`src/rtl/rs485_dir_pkg.sv`:
```
package rs485_dir_pkg;
  localparam int DLY_W  = 4;
  localparam int DATA_W = 8;
  localparam int DLY_LSB = 4;
  typedef logic [DLY_W-1:0] dly_t;
endpackage

```
`src/rtl/rs485_dly_reg.sv`:
```
module rs485_dly_reg #(
  parameter int DATA_W = 8,
  parameter int FLD_W  = 4,
  parameter int FLD_LSB = 4
) (
  input  logic              clk,
  input  logic              rst,
  input  logic              wr,
  input  logic              enh_en,
  input  logic [DATA_W-1:0] wdata,
  output logic [FLD_W-1:0]  dly
);
  localparam int FLD_MSB = FLD_LSB + FLD_W - 1;

  always_ff @(posedge clk) begin
    if (rst)               dly <= '0;
    else if (wr && enh_en) dly <= wdata[FLD_MSB:FLD_LSB];
  end

  // a write made while the enhanced enable is clear must not change the field
  p_write_ignored_r3: assert property (@(posedge clk) disable iff (rst)
    (wr && !enh_en) |=> $stable(dly));
endmodule

```
`src/rtl/rs485_turn_cnt.sv`:
```
module rs485_turn_cnt #(
  parameter int CNT_W = 4
) (
  input  logic             clk,
  input  logic             rst,
  input  logic             clr,
  input  logic             tick,
  input  logic [CNT_W-1:0] limit,
  output logic             done
);
  logic [CNT_W-1:0] cnt;

  // >= rather than == so that lowering the limit mid-count still ends the wait
  assign done = (cnt >= limit);

  always_ff @(posedge clk) begin
    if (rst || clr)          cnt <= '0;
    else if (tick && !done)  cnt <= cnt + 1'b1;
  end

  // the count only moves on a tick
  p_no_count_without_tick_r7: assert property (@(posedge clk) disable iff (rst)
    (!clr && !tick) |=> $stable(cnt));
endmodule

```
`src/rtl/rs485_dir_ctrl.sv`:
```
module rs485_dir_ctrl
  import rs485_dir_pkg::*;
(
  input  logic              clk,
  input  logic              rst,
  input  logic              bit_tick,
  input  logic              tx_busy,
  input  logic              txq_empty,
  input  logic              auto_en,
  input  logic              sw_rts,
  input  logic              enh_en,
  input  logic              dly_wr,
  input  logic [DATA_W-1:0] dly_wdata,
  output logic              dir_n
);
  dly_t dly;
  logic idle;
  logic cnt_clr;
  logic cnt_done;

  assign idle = !tx_busy && txq_empty;
  // counter runs only while auto mode waits in transmit state on an idle line
  assign cnt_clr = !auto_en || !idle || dir_n;

  rs485_dly_reg #(
    .DATA_W (DATA_W),
    .FLD_W  (DLY_W),
    .FLD_LSB(DLY_LSB)
  ) dly_reg_i (
    .clk   (clk),
    .rst   (rst),
    .wr    (dly_wr),
    .enh_en(enh_en),
    .wdata (dly_wdata),
    .dly   (dly)
  );

  rs485_turn_cnt #(
    .CNT_W(DLY_W)
  ) turn_cnt_i (
    .clk  (clk),
    .rst  (rst),
    .clr  (cnt_clr),
    .tick (bit_tick),
    .limit(dly),
    .done (cnt_done)
  );

  always_ff @(posedge clk) begin
    if (rst)                   dir_n <= 1'b1;
    else if (!auto_en)         dir_n <= !sw_rts;
    else if (!idle)            dir_n <= 1'b0;
    else if (cnt_done)         dir_n <= 1'b1;
  end

  // transmitter activity in auto mode drives the pin to transmit
  p_tx_on_activity_r4: assert property (@(posedge clk) disable iff (rst)
    (auto_en && !idle) |=> !dir_n);

  // manual mode mirrors the software request
  p_follow_sw_r9: assert property (@(posedge clk) disable iff (rst)
    !auto_en |=> (dir_n == !$past(sw_rts)));

  // an auto-mode release only happens out of an idle cycle
  p_release_needs_idle_r5: assert property (@(posedge clk) disable iff (rst)
    (auto_en && !dir_n) |=> (dir_n ? $past(idle) : 1'b1));
endmodule

```
`config.mk`:
```
export PLATFORM = sky130hd
export DESIGN_NAME = rs485_dir_ctrl
export DESIGN_NICKNAME = d
export VERILOG_FILES = /design/src/rtl/rs485_dir_pkg.sv /design/src/rtl/rs485_dly_reg.sv /design/src/rtl/rs485_turn_cnt.sv /design/src/rtl/rs485_dir_ctrl.sv
export SDC_FILE = /design/constraint.sdc
export NUM_CORES = 1
export LEC_CHECK = 0
export BUFFER_PORTS_ARGS = -buffer_cell sky130_fd_sc_hd__buf_4
export CORE_AREA = 2 2 39 41
export DETAILED_ROUTE_END_ITERATION = 12
export DIE_AREA = 0 0 41 43
export PLACE_DENSITY_LB_ADDON = 0.15
export SETUP_SLACK_MARGIN = 0.2
export SLEW_MARGIN = 10
export SYNTH_ARGS = -nofsm -noshare
export SYNTH_HDL_FRONTEND = slang
export SYNTH_HIERARCHICAL = 1
export SYNTH_SLANG_ARGS = --single-unit
```
`constraint.sdc`:
```
create_clock -name clk -period 3.5 [get_ports clk]
set_clock_uncertainty 0.1 [all_clocks]
set_input_delay 0.7 -clock clk [delete_from_list [all_inputs] [get_ports clk]]
set_output_delay 0.7 -clock clk [all_outputs]
set_load 0.02 [all_outputs]
```
# Word level (Yosys, flattened, before mapping)
# Cells that the tools add are included.
dict set report word_totals {
  register_bits 9
  input_bits 17
  output_inout_bits 1
  word_cells 20
}
dict set report classes {
  addsub 1
  magnitude_cmp 1
  n_eq_ne 1
  muxes 3
  n_reduce_logical 11
}
# op count
set ops {}
lappend ops {{1-bit logical NOT} 5}
lappend ops {{4-bit by 1-bit adder with 4-bit output (second input constant)} 1}
lappend ops {{4-bit >= comparator} 1}
lappend ops {{1-bit logical AND} 3}
lappend ops {{1-bit logical OR} 3}
lappend ops {{1-bit 2-to-1 mux} 3}
lappend ops {{3-bit by 2-bit != test with 1-bit output (second input constant)} 1}

# Logic depth before layout (Yosys ltp)
dict set report logic_depth {
  word_depth 6
  depth_mapped 6
  depth_no_buf 6
}

# By module
# Netlist, hierarchy kept.
# module n_inst cells_per_inst area_each_um2 seq_area_each_um2
set modules_own_cells {}
lappend modules_own_cells {rs485_turn_cnt 1 31 274.0 80.1}
lappend modules_own_cells {rs485_dly_reg 1 18 176.4 80.1}
lappend modules_own_cells {rs485_dir_ctrl 1 6 53.8 20.0}

# Least setup slack after synthesis
# Ideal clock, no wire load.
dict set report synth_path {
  path_kind {register to register}
  startpoint {register turn_cnt_i.cnt[0]}
  endpoint {register dir_n}
  setup_time_ns 0.122
  arrival_ns 1.466
  t_required_ns 3.278
  setup_slack_ns 1.811
  stages_incl_launch_ff 7
  n_path_buf 0
  period_less_slack_ns 1.689
  cell_sequence {dfxtp_1 inv_1 ha_1 nor3b_2 o21ai_0 or2_0 a311o_1}
}
dict set report synth_via {
  elab_chain_cells 2
}
# element line_no
set synth_lines {}
lappend synth_lines {{start: declaration} rs485_turn_cnt.sv:11} ;# logic [CNT_W-1:0] cnt;
lappend synth_lines {{start signal: assignment} rs485_turn_cnt.sv:18} ;# else if (tick && !done) cnt <= cnt + 1'b1;
lappend synth_lines {{4-bit >= comparator} rs485_turn_cnt.sv:14} ;# assign done = (cnt >= limit);
lappend synth_lines {{via cnt_done} rs485_dir_ctrl.sv:19} ;# logic cnt_done;
lappend synth_lines {{3-bit by 2-bit != test with 1-bit output (no line)} --}
lappend synth_lines {{end signal: assignment} rs485_dir_ctrl.sv:51} ;# else if (!auto_en) dir_n <= !sw_rts;
lappend synth_lines {{end: declaration} rs485_dir_ctrl.sv:14} ;# output logic dir_n
# The timed path passes the listed nets, and every way through them passes these cells.
# A chain may end at the register's enable or synchronous reset.

# Worst setup path after layout
# Ends and elaborated chain as after synthesis.

==> results by group <==
Timing
  • Setup violators final: 0
  • Tmin final: 1.84 ns
  • Slew HR: 80.1%
  • Tcrit/Tclk final: 52.5%
  • Worst-Margin Slew: 0.298 ns
  • Fin Setup TNS: 0 ns
  • RSZ-0062 raised after global routing: no
  • Fmax: 544 MHz
  • Setup ws final: 1.66 ns
  • Final count of pins violating max slew: 0
  • Final hold violations: 0

Yosys
  • Mapped Nets: 77
  • Synth top area share: 35.7%
  • Post-synth top cells: dfxtp_1 (9), a21oi_1 (7), ha_1 (5), inv_1 (5), nand3_1 (5)
  • Seq/Total Area, Yosys: 35.7%
  • Cells after synthesis: 55
  • Synth Cell Area: 504 sq um
  • Number of synthesized flops with an enable pin: 0
  • Async S/R FF share, synth: 0%
  • Synthesized area per cell: 9.17 sq um
  • Synth unique cells: 21
  • Largest area contributor in the synthesized netlist: dfxtp_1
  • Yosys warns: 6
  • Synth Flop Type: dfxtp_1
  • Dominant cell by count in the synthesized netlist: dfxtp_1
  • Seq cells post-synth: 9
  • Ranking of synthesized cells by area: dfxtp_1 (36%), ha_1 (12%), a21bo_1 (7.9%)

Placement
  • GPL Wtd Cong: 0.684
  • PortBufs: 13
  • Hpwl dp: 739 microns
  • Place WS: 1.68 ns

Setup path
  • CP startpoint kind: register
  • Required @ worst endpoint: 3.55 ns
  • Critical path peak fanout: 3
  • Crit Path Class: reg2reg
  • R2R cell count: 6
  • CP Capture Type: register
  • CP Cell Sequence: inv_1 -> ha_1 -> nor3b_2 -> o21ai_0 -> or2_0 -> a311o_1
  • Slowest cell on the critical path: dfxtp_1
  • CP peak stage delay: 0.36 ns
  • Setup slack, reg-to-reg: 1.66 ns
  • Worst Path Arrival: 1.89 ns

Final layout
  • Area grow syn2layout: 25.3%
  • Share of cells above drive strength 1: 27.1%
  • # diodes: 0
  • # nets final: 93

Floorplanning
  • Initial Util: 36.4%
  • DIE HEIGHT: 43 microns
  • Chip Width: 41 microns
  • Core footprint: 0.00138 sq mm
  • Row count: 14
  • Number of top-level pins: 18
  • Die footprint: 0.00176 sq mm

GRT
  • GRT Util Overall: 14.7%
  • First-pass GRT wire length: 1660 microns
  • Vias in the first global route: 419
  • Initial antenna violation count: 0
  • Grt ovf: 0
  • Largest net degree at the start of global routing: 9

Flow run
  • Max-Cap Viols: 0

Clocking
  • Worst skew pair latency: 0.26 ns
  • CTS tree: yes
  • Worst-path clk slew: 0.06 ns
  • Clk sink count: 9
  • Post-CTS sizing: 0
  • TritonCTS buffer count: 3
  • Total number of H-tree levels: 1
  • Total setup buffers inserted after CTS: 0
  • Hold Buf Count CTS: 0
  • Clock Tree Buf Depth: 2
  • CTS Root Cell: clkbuf_4

Routing
  • DR vias: 428
  • Drt drc: 0
  • Post-DRT Antenna Nets: 0
  • Initial DRC Count: 0
  • Vias per cell: 4.98
  • Drt wl/cell: 10.7 microns
  • 1st-pass router iterations: 1
  • Routed Wire Length: 922 microns

Worst hold path
  • WHS Path Cells: 2
  • HP Class: reg2reg

Power and ir drop
  • Static Leak: 0.250 nW
  • Peak supply drop: 0.000202 V
  • Power per cell area: 345 mW/mm^2

Status
  • Status: complete, no violations
-- sequential cells by signal, indices dropped and copies added (netlist names) --
name,flops
dir_n,1
turn_cnt_i/cnt,4
dly_reg_i/dly,4
-- per-layer routing --
metal	GRT usage [%]	part of all wire, %
met1	16.2	44
met2	20.6	47
met3	9.42	6.6
met4	8.00	2.1
met5	0	0
-- through the flow --
stage          power, mW  utilization (%)  cell area, sq um  instances  hold slack [ns]
5_1_grt            0.234             45.7               632         86            0.444
3_5_place_dp       0.140             43.8               606         82            0.402
2_1_floorplan      0.126                -               504         55            0.359
3_3_place_gp       0.139             43.8               606         82            0.382
4_1_cts            0.224             45.7               632         86            0.411
6_report           0.218             45.7               632         86            0.408
-- worst paths after layout --
path / startpoint / to
max reg2reg: turn_cnt_i/cnt[0] / dir_n
min: turn_cnt_i/cnt[3] / turn_cnt_i/cnt[3]
max: turn_cnt_i/cnt[0] / dir_n
min reg2reg: turn_cnt_i/cnt[3] / turn_cnt_i/cnt[3]
-- cell usage in the layout (no fill, tap or decap), types with 2 or more instances in the layout --
cell type	synthesis	layout
nor2_1	3	3
inv_1	5	5
o21ai_0	3	3
a21bo_1	4	4
nand3_1	5	5
clkbuf_4	0	3
dfxtp_1	9	9
ha_1	5	5
or3_1	2	2
buf_4	0	13
a21oi_1	7	7
-- cell families after synthesis --
group	synth area share, %
simple gates	17.4
flops	35.7
fa+ha+maj	12.4
mux	1.99
xor+xnor	1.74
compound gates	23.8
buf+inv	6.95
-- worst max-delay path, delay by kind of cell (launching register included) --
| family | cells | cell delay (ns) |
|---|---|---|
| AOI/OAI and AO/OA | 2 | 0.46 |
| adders and majority gates | 1 | 0.29 |
| buffers and inverters | 1 | 0.08 |
| DFF | 1 | 0.36 |
| and+or+nand+nor | 2 | 0.42 |
-- layout make-up --
class	count	area, sq um
Sequential cell	9	180
Inverter	5	18.8
Multi-Input combinational cell	39	289
Fill cell	156	752
Clock buffer	4	26.3
Timing Repair Buffer	13	97.6
Tap cell	16	20.0
-- report_power, final --
| group | internal [mW] | switching (mW) |
|---|---|---|
| combinational | 0.0174 | 0.0129 |
| clock | 0.0440 | 0.0367 |
| sequential | 0.105 | 0.00151 |
(Power assumes the default switching activity.)
